==> src/rtl/prescale_timer_pkg.sv <==
package prescale_timer_pkg;

  typedef enum logic [1:0] {
    SEL_TMR_LOAD = 2'd0,
    SEL_TMR_CNT  = 2'd1,
    SEL_PRE_LOAD = 2'd2,
    SEL_PRE_CNT  = 2'd3
  } reg_sel_e;

  // strobes from control to datapath, all valid for one system clock
  typedef struct packed {
    logic preLoadWr;   // capture new prescaler reload value
    logic tmrLoadWr;   // capture new timer reload value
    logic preRestart;  // force prescaler count back to its reload value
    logic preToggle;   // invert the tick flip-flop
    logic tmrReload;   // copy timer reload value into the timer count
    logic tmrStep;     // decrement the timer count
  } strobe_t;

endpackage

==> src/rtl/prescale_timer_ctrl.sv <==
module prescale_timer_ctrl
  import prescale_timer_pkg::*;
(
  input  logic       clk,
  input  logic       rst,
  input  logic [1:0] regSel,
  input  logic       wrEn,
  input  logic       extMode,
  input  logic       extIn,
  input  logic       preZero,
  input  logic       tmrZero,
  input  logic       tickClk,
  output strobe_t    strobes,
  output logic       underflow
);

  logic preCntWr;
  logic tmrCntWr;
  logic tickRise;
  logic extSyncA;
  logic extSyncB;
  logic extEdge;
  logic stepNow;
  logic wrapNow;

  assign preCntWr = wrEn && (reg_sel_e'(regSel) == SEL_PRE_CNT);
  assign tmrCntWr = wrEn && (reg_sel_e'(regSel) == SEL_TMR_CNT);

  // A terminal count toggles the tick unless software restarts the chain.
  // A restart caused by an underflow lands on a terminal count anyway,
  // so it does not block the toggle.
  assign strobes.preToggle = preZero && !preCntWr && !tmrCntWr;
  assign tickRise          = strobes.preToggle && !tickClk;

  // two-stage synchronizer advanced only on tick rising edges
  always_ff @(posedge clk) begin
    if (rst) begin
      extSyncA <= 1'b0;
      extSyncB <= 1'b0;
    end else if (tickRise) begin
      extSyncA <= extIn;
      extSyncB <= extSyncA;
    end
  end

  assign extEdge = tickRise && extSyncA && !extSyncB;
  assign stepNow = extMode ? extEdge : tickRise;
  assign wrapNow = stepNow && tmrZero && !tmrCntWr;

  assign strobes.preLoadWr  = wrEn && (reg_sel_e'(regSel) == SEL_PRE_LOAD);
  assign strobes.tmrLoadWr  = wrEn && (reg_sel_e'(regSel) == SEL_TMR_LOAD);
  assign strobes.tmrReload  = tmrCntWr || wrapNow;
  assign strobes.tmrStep    = stepNow && !tmrCntWr;
  assign strobes.preRestart = preCntWr || strobes.tmrReload;

  always_ff @(posedge clk) begin
    if (rst) underflow <= 1'b0;
    else     underflow <= wrapNow;
  end

endmodule

==> src/rtl/prescale_timer_dp.sv <==
module prescale_timer_dp
  import prescale_timer_pkg::*;
#(
  parameter int PRE_W = 8,
  parameter int TMR_W = 16
) (
  input  logic             clk,
  input  logic             rst,
  input  strobe_t          strobes,
  input  logic [1:0]       regSel,
  input  logic [TMR_W-1:0] wrData,
  output logic [TMR_W-1:0] rdData,
  output logic             preZero,
  output logic             tmrZero,
  output logic             tickClk,
  output logic [PRE_W-1:0] preCnt,
  output logic [PRE_W-1:0] preLoad,
  output logic [TMR_W-1:0] tmrCnt,
  output logic [TMR_W-1:0] tmrLoad
);

  localparam int PAD_W = TMR_W - PRE_W - 1;

  logic [TMR_W-1:0] preLoadView;
  logic [TMR_W-1:0] preCntView;

  assign preZero = (preCnt == '0);
  assign tmrZero = (tmrCnt == '0);

  // prescaler
  always_ff @(posedge clk) begin
    if (rst) begin
      preLoad <= '0;
      preCnt  <= '0;
    end else begin
      if (strobes.preLoadWr) preLoad <= wrData[PRE_W-1:0];
      if (strobes.preRestart || preZero) preCnt <= preLoad;
      else                               preCnt <= preCnt - 1'b1;
    end
  end

  // divide-by-two stage
  always_ff @(posedge clk) begin
    if (rst)                    tickClk <= 1'b0;
    else if (strobes.preToggle) tickClk <= ~tickClk;
  end

  // timer
  always_ff @(posedge clk) begin
    if (rst) begin
      tmrLoad <= '0;
      tmrCnt  <= '0;
    end else begin
      if (strobes.tmrLoadWr) tmrLoad <= wrData;
      if (strobes.tmrReload)    tmrCnt <= tmrLoad;
      else if (strobes.tmrStep) tmrCnt <= tmrCnt - 1'b1;
    end
  end

  assign preLoadView = {1'b1, {PAD_W{1'b0}}, preLoad};
  assign preCntView  = {{(TMR_W-PRE_W){1'b0}}, preCnt};

  always_comb begin
    unique case (reg_sel_e'(regSel))
      SEL_TMR_LOAD: rdData = tmrLoad;
      SEL_TMR_CNT:  rdData = tmrCnt;
      SEL_PRE_LOAD: rdData = preLoadView;
      default:      rdData = preCntView;
    endcase
  end

endmodule

==> src/rtl/prescale_timer.sv <==
module prescale_timer
  import prescale_timer_pkg::*;
#(
  parameter int PRE_W = 8,
  parameter int TMR_W = 16
) (
  input  logic             clk,
  input  logic             rst,
  input  logic [1:0]       regSel,
  input  logic             wrEn,
  input  logic [TMR_W-1:0] wrData,
  output logic [TMR_W-1:0] rdData,
  input  logic             extMode,
  input  logic             extIn,
  output logic             tickClk,
  output logic             underflow
);

  strobe_t          strobes;
  logic             preZero;
  logic             tmrZero;
  logic [PRE_W-1:0] preCnt;
  logic [PRE_W-1:0] preLoad;
  logic [TMR_W-1:0] tmrCnt;
  logic [TMR_W-1:0] tmrLoad;

  prescale_timer_ctrl u_ctrl (
    .clk       (clk),
    .rst       (rst),
    .regSel    (regSel),
    .wrEn      (wrEn),
    .extMode   (extMode),
    .extIn     (extIn),
    .preZero   (preZero),
    .tmrZero   (tmrZero),
    .tickClk   (tickClk),
    .strobes   (strobes),
    .underflow (underflow)
  );

  prescale_timer_dp #(.PRE_W(PRE_W), .TMR_W(TMR_W)) u_dp (
    .clk     (clk),
    .rst     (rst),
    .strobes (strobes),
    .regSel  (regSel),
    .wrData  (wrData),
    .rdData  (rdData),
    .preZero (preZero),
    .tmrZero (tmrZero),
    .tickClk (tickClk),
    .preCnt  (preCnt),
    .preLoad (preLoad),
    .tmrCnt  (tmrCnt),
    .tmrLoad (tmrLoad)
  );

endmodule

==> config.mk <==
export PLATFORM = sky130hd
export DESIGN_NAME = prescale_timer
export DESIGN_NICKNAME = d
export VERILOG_FILES = /design/src/rtl/prescale_timer_pkg.sv /design/src/rtl/prescale_timer_ctrl.sv /design/src/rtl/prescale_timer_dp.sv /design/src/rtl/prescale_timer.sv
export SDC_FILE = /design/constraint.sdc
export NUM_CORES = 1
export LEC_CHECK = 0
export ABC_CLOCK_PERIOD_IN_PS = 4800
export BUFFER_PORTS_ARGS = -buffer_cell sky130_fd_sc_hd__buf_2
export CORE_MARGIN = 2
export CORE_UTILIZATION = 61
export CTS_CLUSTER_DIAMETER = 100
export DETAILED_ROUTE_END_ITERATION = 16
export PLACE_DENSITY = 0.93
export SLEW_MARGIN = 40
export SYNTH_ARGS = -nofsm -noshare
export SYNTH_HDL_FRONTEND = slang
export SYNTH_SLANG_ARGS = --single-unit
==> constraint.sdc <==
create_clock -name clk -period 4.8 [get_ports clk]
set_clock_uncertainty 0.2 [all_clocks]
set_input_delay 0.96 -clock clk [delete_from_list [all_inputs] [get_ports clk]]
set_output_delay 0.96 -clock clk [all_outputs]
set_load 0.03 [all_outputs]
After elaboration in Yosys (flattened, before gate mapping):

Index checks and enable logic that the tools add are counted.

* register bits: 52
* output and inout port bits: 18
* word-level logic and storage cells: 42
* input port bits: 23

* bitwise logic cells: 1
* eq/ne operators: 3
* $add $sub $neg: 2
* muxes and demuxes: 5
* reductions and logical operators: 23

Operators with widths (count)
* 16-bit one-hot mux with 3 select lines: 1
* 16-bit 2-to-1 mux: 2
* 16-bit logical NOT: 1
* 16-bit by 1-bit subtractor with 16-bit output (second input constant): 1
* 1-bit logical AND: 12
* 8-bit logical NOT: 1
* 8-bit 2-to-1 mux: 1
* 8-bit by 1-bit subtractor with 8-bit output (second input constant): 1
* 2-bit == test (second input constant): 2
* 1-bit logical NOT: 4
* 1-bit logical OR: 3
* 2-bit by 1-bit == test with 1-bit output (second input constant): 1
* 2-bit logical NOT: 1
* 2-bit nonzero test: 1
* 1-bit 2-to-1 mux: 1
* 1-bit NOT: 1

Longest topological paths before layout:

Gate-level depths: netlist of run 1.

* depth after elaboration: 15
* gate-level depth with buffers: 10
* mapped depth without buffers: 8

Hierarchy:

From an unflattened synthesis of run 1, not the netlist that was laid out.

* cell total of the unflattened synthesis: 287
* area, all modules: 2757.6 um^2

By module, submodules not included
* prescale_timer_dp: sequential area each 980.9 um^2, times used 1, area an instance 2588.7 um^2, cells an instance 265
* prescale_timer_ctrl: sequential area each 60.1 um^2, times used 1, area an instance 168.9 um^2, cells an instance 22

Worst setup path after synthesis of run 1:

No wires, ideal clock.

* path kind: input -> output
* from: in regSel[0]
* to: out rdData[15]
* data required time: 3640 ps
* stages: 4
* setup slack: 1445 ps
* arrival time: 2195 ps
* buffers on the path: 2
* path through: buf_2 > buf_1 > nor3_1 > a21oi_1

* longest elaborated chain between the ends: 2
* elaborated cells between the ends (all ways): 4
* those cells by class: eq/ne (2); mux (1); reduce/logical (1)

Ends and longest elaborated chain
* from (decl): RTL line prescale_timer.sv:9 `input logic [1:0] regSel,`
* 2-bit == test (tied with other cells): RTL line prescale_timer_dp.sv:64 `unique case (reg_sel_e'(regSel))`
* 16-bit one-hot mux with 3 select lines *: RTL line prescale_timer_dp.sv:64
* to (decl): RTL line prescale_timer.sv:12 `output logic [TMR_W-1:0] rdData,`

Every way passes the cells marked *; elsewhere a longest branch is shown, timed or not.

Final worst setup path of run 1:

* from: in regSel[0]
* to: out rdData[5]

Same word-level chain as after synthesis.

==> results of run 1 <==
-- layout make-up --
type	count	area, µm²	area share (%)
clock buffers	8	90.09	2.944
inverters	8	30.03	0.9812
flip-flops and latches	52	1041	34.01
multi-input cells	244	1627	53.15
well taps	52	65.06	2.126
repair buffers	41	207.7	6.787
-- cells by family (layout without fill, tap and decap cells) --
family          count (synthesis)  in the layout
fa+ha+maj                       3              3
simple gates                  132            132
xor+xnor                        6              6
compound gates                 78             78
mux                            25             25
buf+inv                        29             57
flops                          52             52
-- stage by stage --
step	hold slack, ns	util [%]	setup WS [ns]
after floorplan	0.2433	-	1.445
after global placement	0.2562	67.52	1.435
after detailed placement	0.2679	67.75	1.385
after CTS	0.2841	69.81	1.389
after global routing	0.3152	69.81	1.333
final	0.2889	69.81	1.399
-- flip-flops by register name, indices dropped and copies added (netlist names) --
signal	flops
u_ctrl.extSyncA	1
u_dp.tmrLoad	16
u_dp.preLoad	8
u_dp.tickClk	1
u_dp.preCnt	8
u_ctrl.extSyncB	1
u_dp.tmrCnt	16
u_ctrl.underflow	1
-- power by group --
group	leakage, nW	switching, W	internal [W]
Combinational	0.763	0.000483	0.000287
Clock	0.0455	0.000139	0.000118
Sequential	0.424	0.0000946	0.000505
-- per-layer routing --
layer  part of all wire, %  routed length [µm]
met4                   2.3                 152
met3                   6.7                 452
met5                     0                   0
met2                    51                3426
met1                    40                2707
-- synth_stat cells (5+ instances only) --
cell type	count	area share, %
a211oi_1	8	2.2
a21oi_1	26	4.7
a31oi_1	5	1.1
clkbuf_1	14	1.9
dfxtp_1	52	37
inv_1	8	1.1
mux2i_1	17	6.1
mux4_2	7	5.7
nand2_1	51	6.9
nand3_1	7	1.3
nor2_1	39	5.3
nor3_1	8	1.4
o21ai_0	7	1.3
xor2_1	5	1.6
-- worst paths after layout --
kind                                  startpoint                to  cells after the start
worst max-delay path                   regSel[0]         rdData[5]                      3
worst min-delay path            u_dp.tmrLoad[11]  u_dp.tmrLoad[11]                      2
worst max register to register    u_dp.preCnt[0]    u_dp.tmrCnt[4]                      8
worst min register to register  u_dp.tmrLoad[11]  u_dp.tmrLoad[11]                      2
-- critical path, stage by stage --
cell,delay [ns]
buf_2,0.49
mux4_2,0.59
buf_2,0.19
==> reports/results.tsv, run 1 <==
stage	metric	value	unit
placement	placed_cell_area	2970	µm²
sta	fin_crit	3.401	ns
clock_network	worstSkewPairLatency	0.31	ns
setup_path	critPathCaptureType	output port	
die	dieArea	5114	µm²
clock_network	post-cts-setup-buffers	0	
global_routing	met2_usage	49.38	%
final_layout	nNetsFinal	378	
final_layout	final_area	3060	µm²
clock_network	clk_pin_slew	0.09	ns
power_and_ir_drop	p_total	0.001626	W
placement	routabilityCongestion	0.9279	
routing	vias	2635	
die	die_h	71.51	µm
run_status	status	complete, no violations	
synth	synth_edf_count	0	
final_layout	mostFrequentLayoutCells	dfxtp_1, nand2_1, buf_2, nor2_1, a21oi_1	
final_layout	fillers	357	
power_and_ir_drop	ir_worst_vdd	0.3693	mV
setup_path	crit_path_start_kind	input pin	
global_routing	top_usage_layer	met2	
sta	rsz0062_at_grt	no	
placement	dp_hpwl	4.767	mm
synth	synthSimpleGateAreaFrac	22.82	%
final_layout	final_cells	405	
synth	async_reset_ff_share	0	%
setup_path	r2r_slack	2.09	ns
global_routing	grt_pass1_vias	2562	
synth	ys_warn_count	0	
clock_network	cts_max_level	2	
die	start_util	63.41	%
synth	synth_compound_area_share	19.17	%
routing	viasPerCell	6.506	
setup_path	required	3.64	ns
die	die_w	71.51	µm
global_routing	grt_use_met1	34.57	%
clock_network	cts_buffers	5	
placement	portBuffers	40	
sta	tightestPinTransition	0.8341	ns
die	core	4384	µm²
synth	synth_flop_cell	dfxtp_1	
sta	slew_viol_final	0	
clock_network	cts_sinks	52	
synth	synth_xor_area_share	1.890	%
final_layout	num_antenna_cells	0	
clock_network	cts-resized-gates	0	
placement	placed_cells_incl_taps	397	
clock_network	cts-hold-fix-buffers	0	
routing	routed_wl	6.739	mm
final_layout	final_common_cell	dfxtp_1	
global_routing	grt_use_total	28.07	%
global_routing	use_met3	4.219	%
synth	ys_types	62	
global_routing	antenna_found_initial	0	
routing	firstDrtPassIters	5	
synth	synthAdderAreaFrac	1.350	%
setup_path	cp_data_arrival_time	2.24	ns
sta	setup_violations	0	
clock_network	tritoncts	built	
synth	muxShareOfSynthArea	12.74	%
synth	syn-instance-count	325	
die	io_pins	41	
synth	synth-seq-cells	52	
clock_network	ctsLongestPathBuffers	2	
final_layout	drive_gt1_share	19.83	%
synth	ys_seq_area_share	37.44	%
sta	hold_viol	0	
routing	drt_iter0_drc	218	
routing	drtAntennaViolNets	0	
sta	setup_tns	0	ns
synth	avgSynthCellArea	8.554	µm²
setup_path	path_max_fanout	22	
global_routing	grt_max_degree	51	
routing	drc_errors	0	
routing	wl_per_cell	16.64	µm
sta	post-route-period-util	70.86	%
global_routing	grt_pass1_wl	11.62	mm
synth	synth_fp_nets	351	
sta	max_freq	294.0	MHz
power_and_ir_drop	p_leak	1.232	nW
synth	synth_top_family_by_area	simple AND/OR/NAND/NOR gates	
synth	synthesis.area	2780	µm²
sta	relSlewSlack	44.19	%
global_routing	gr-total-overflow	0	
setup_path	path_class	in2out	
die	rows	24	
min_path	hp-class	reg2reg	
final_layout	areaGrowthSynthToFinish	10.08	%
job	drv_cap	0	
power_and_ir_drop	power_density	531.2	nW/µm²
clock_network	cts-root-buf	clkbuf_8	
(Power assumes the default switching activity.)
==> run 2: changes to the inputs <==
--- a/config.mk
+++ b/config.mk
@@ -5,13 +5,14 @@
 export SDC_FILE = /design/constraint.sdc
 export NUM_CORES = 1
 export LEC_CHECK = 0
-export ABC_CLOCK_PERIOD_IN_PS = 4800
+export ABC_AREA = 1
+export ABC_CLOCK_PERIOD_IN_PS = 3100
 export BUFFER_PORTS_ARGS = -buffer_cell sky130_fd_sc_hd__buf_2
 export CORE_MARGIN = 2
-export CORE_UTILIZATION = 61
+export CORE_UTILIZATION = 52
 export CTS_CLUSTER_DIAMETER = 100
 export DETAILED_ROUTE_END_ITERATION = 16
-export PLACE_DENSITY = 0.93
+export PLACE_DENSITY = 0.85
 export SLEW_MARGIN = 40
 export SYNTH_ARGS = -nofsm -noshare
 export SYNTH_HDL_FRONTEND = slang
==> constraint.sdc (replaced) <==
create_clock -name clk -period 3.1 [get_ports clk]
set_clock_uncertainty 0.2 [all_clocks]
set_input_delay 0.62 -clock clk [delete_from_list [all_inputs] [get_ports clk]]
set_output_delay 0.62 -clock clk [all_outputs]
set_load 0.03 [all_outputs]
==> reports/results.tsv, run 2 <==
stage	metric	value	unit	change
run_status	status	complete, no violations		unchanged
power_and_ir_drop	ir_worst_vdd	0.4512	mV	was 0.3693 mV
global_routing	met2_usage	44.79	%	was 49.38%
routing	vias	3080		was 2635
clock_network	cts_sinks	52		unchanged
synth	synthesis.area	3077	µm²	was 2780 µm²
setup_path	r2r_slack	0.93	ns	was 2.09 ns
setup_path	cp_cell_sequence	buf_2, nor2_2, inv_2, o2111ai_1, buf_2		was buf_2, mux4_2, buf_2
setup_path	required	2.28	ns	was 3.64 ns
global_routing	grt_use_met1	33.47	%	was 34.57%
routing	wl_per_cell	14.82	µm	was 16.64 µm
clock_network	cts_buffers	5		unchanged
synth	avgSynthCellArea	6.930	µm²	was 8.554 µm²
setup_path	critPathCaptureType	output port		unchanged
final_layout	nNetsFinal	504		was 378
clock_network	cts_max_level	2		unchanged
synth	ys_warn_count	0		unchanged
power_and_ir_drop	power_density	854.8	nW/µm²	was 531.2 nW/µm²
routing	drc_errors	0		unchanged
sta	setup_tns	0	ns	unchanged
job	drv_cap	0		unchanged
synth	synth_fp_nets	470		was 351
clock_network	cts-root-buf	clkbuf_8		unchanged
final_layout	reg_top3	u_dp.tmrCnt (16), u_dp.tmrLoad (16)		unchanged
final_layout	num_antenna_cells	0		unchanged
sta	tightestPinTransition	0.5413	ns	was 0.8341 ns
synth	synth-seq-cells	52		unchanged
sta	hold_viol	0		unchanged
die	die_h	80.92	µm	was 71.51 µm
setup_path	path_max_fanout	9		was 22
setup_path	timing.critical_path.mode_cell	buf_2		unchanged
sta	setup_violations	0		unchanged
placement	placed_cell_area	3283	µm²	was 2970 µm²
routing	drtAntennaViolNets	0		unchanged
placement	routabilityCongestion	0.9269		was 0.9279
synth	yosysTopAreaCell	dfxtp_1		unchanged
global_routing	gr-total-overflow	0		unchanged
clock_network	cts-hold-fix-buffers	0		unchanged
final_layout	final_common_cell	nand2_1		was dfxtp_1
global_routing	grt_pass1_wl	13.68	mm	was 11.62 mm
sta	relSlewSlack	63.91	%	was 44.19%
clock_network	cts-resized-gates	0		unchanged
die	start_util	52.90	%	was 63.41%
synth	synth_edf_count	0		unchanged
global_routing	use_met3	6.556	%	was 4.219%
clock_network	post-cts-setup-buffers	0		unchanged
sta	max_freq	361.1	MHz	
sta	post-route-period-util	89.34	%	
routing	drt_iter0_drc	337		was 218
clock_network	ctsLongestPathBuffers	2		unchanged
placement	placed_cells_incl_taps	546		was 397
die	dieArea	6548	µm²	was 5114 µm²
synth	synth_flop_cell	dfxtp_1		unchanged
global_routing	grt_pass1_vias	3020		was 2562
routing	firstDrtPassIters	5		unchanged
synth	syn-instance-count	444		was 325
final_layout	fin_util	57.90	%	was 69.81%
clock_network	tritoncts	built		unchanged
final_layout	final_cells	553		was 405
global_routing	grt_use_total	26.83	%	was 28.07%
setup_path	critPathMaxStageDelay	0.42	ns	was 0.59 ns
synth	synth_area_leaders	dfxtp_1, nand2_1, inv_1, o21ai_0, a21oi_1		was dfxtp_1, nand2_1, mux2i_1, mux4_2, nor2_1
setup_path	path_delay_family	buffers and inverters		unchanged
synth	async_reset_ff_share	0	%	unchanged
clock_network	worstSkewPairLatency	0.31	ns	about the same
synth	ys_top_cells_by_count	nand2_1, inv_1, dfxtp_1		was dfxtp_1, nand2_1, nor2_1
final_layout	mostFrequentLayoutCells	nand2_1, inv_1, dfxtp_1, buf_2		was dfxtp_1, nand2_1, buf_2, nor2_1, a21oi_1
final_layout	areaGrowthSynthToFinish	9.435	%	was 10.08%
power_and_ir_drop	p_leak	1.570	nW	was 1.232 nW
setup_path	crit_path_top_delay_cell	nor2_2		was mux4_2
routing	routed_wl	8.197	mm	was 6.739 mm
synth	ys_seq_area_share	33.83	%	was 37.44%
sta	rsz0062_at_grt	no		unchanged
setup_path	cp_data_arrival_time	1.95	ns	was 2.24 ns
die	io_pins	41		unchanged
global_routing	top_usage_layer	met2		unchanged
die	core	5816	µm²	was 4384 µm²
min_path	hp-class	reg2reg		unchanged
synth	ys_types	37		was 62
final_layout	final_area	3367	µm²	was 3060 µm²
global_routing	grt_max_degree	32		was 51
setup_path	worst-path-buf-inv	3		was 2
sta	fin_crit	2.770	ns	
synth	synth.most_common_cell	nand2_1		was dfxtp_1
global_routing	antenna_found_initial	0		unchanged
setup_path	crit_path_start_kind	input pin		unchanged
setup_path	path_class	in2out		unchanged
synth	synth_top_area_share	33.83	%	was 37.44%
clock_network	clk_pin_slew	0.09	ns	about the same
placement	portBuffers	40		unchanged
final_layout	drive_gt1_share	19.67	%	was 19.83%
sta	slew_viol_final	0		unchanged
die	rows	28		was 24
routing	viasPerCell	5.570		was 6.506
die	die_w	80.92	µm	was 71.51 µm
placement	dp_hpwl	5.757	mm	was 4.767 mm
==> run 2: cells by family (layout without fill, tap and decap cells) <==
| group | after synthesis | in the layout | synth area share (%) |
|---|---|---|---|
| XOR/XNOR | 12 | 12 | 3.416 |
| AO/OA/AOI/OAI | 97 | 97 | 17.85 |
| flip-flops | 52 | 52 | 33.83 |
| adder cells (fa/ha/maj) | 3 | 3 | 1.220 |
| AND/OR/NAND/NOR | 200 | 200 | 32.53 |
| buffers and inverters | 80 | 114 | 11.14 |
==> run 2: path summary, 6_finish.rpt <==
check,cells past startpoint,endpoint,start
max,5,rdData[6],regSel[1]
min reg2reg,1,u_dp.preCnt[0],u_dp.preCnt[0]
max reg2reg,9,u_dp.tmrCnt[13],u_dp.preCnt[0]
min,1,u_dp.preCnt[0],u_dp.preCnt[0]
==> run 2: final cells by class <==
cell class,instances,area (µm²)
flip-flops and latches,52,1041
repair buffers,41,207.7
fillers,574,2449
clock inverters,2,12.51
well taps,75,93.84
multi-input cells,312,1695
clock buffers,5,68.82
inverters,66,247.7
==> run 2: worst register-to-register path: stages, from the launching register on <==
cell and delay, ns:
dfxtp_1 0.32, inv_1 0.13, ha_1 0.18, nand2_1 0.08, nor2_4 0.23, nand4_4 0.16
o21ai_4 0.47, nand2_1 0.12, nand3_1 0.10, a21oi_1 0.07
==> run 2: metal layers <==
layer / part of all wire, % / vias up / wire length (µm)
li1: - / 1502 / -
met3: 8.0 / 28 / 653
met1: 42 / 1404 / 3453
met2: 47 / 146 / 3822
met4: 3.3 / 0 / 267
met5: 0 / - / 0
==> run 2: per-stage QoR <==
stage	hold WS [ns]	total power, W	worst slack (ns)
after floorplan	0.2057	0.002185	0.5515
after global placement	0.2133	0.002415	0.3768
after detailed placement	0.2216	0.002469	0.3154
after CTS	0.2346	0.002853	0.2588
after global routing	0.2684	0.003123	0.1841
final	0.2373	0.002878	0.3305
==> run 2: power by group <==
part,total (W),switching (W),internal (W)
logic,0.00156,0.00100,0.000553
clock network,0.000385,0.000232,0.000154
registers,0.000937,0.000135,0.000802
total,0.00288,0.00137,0.00151
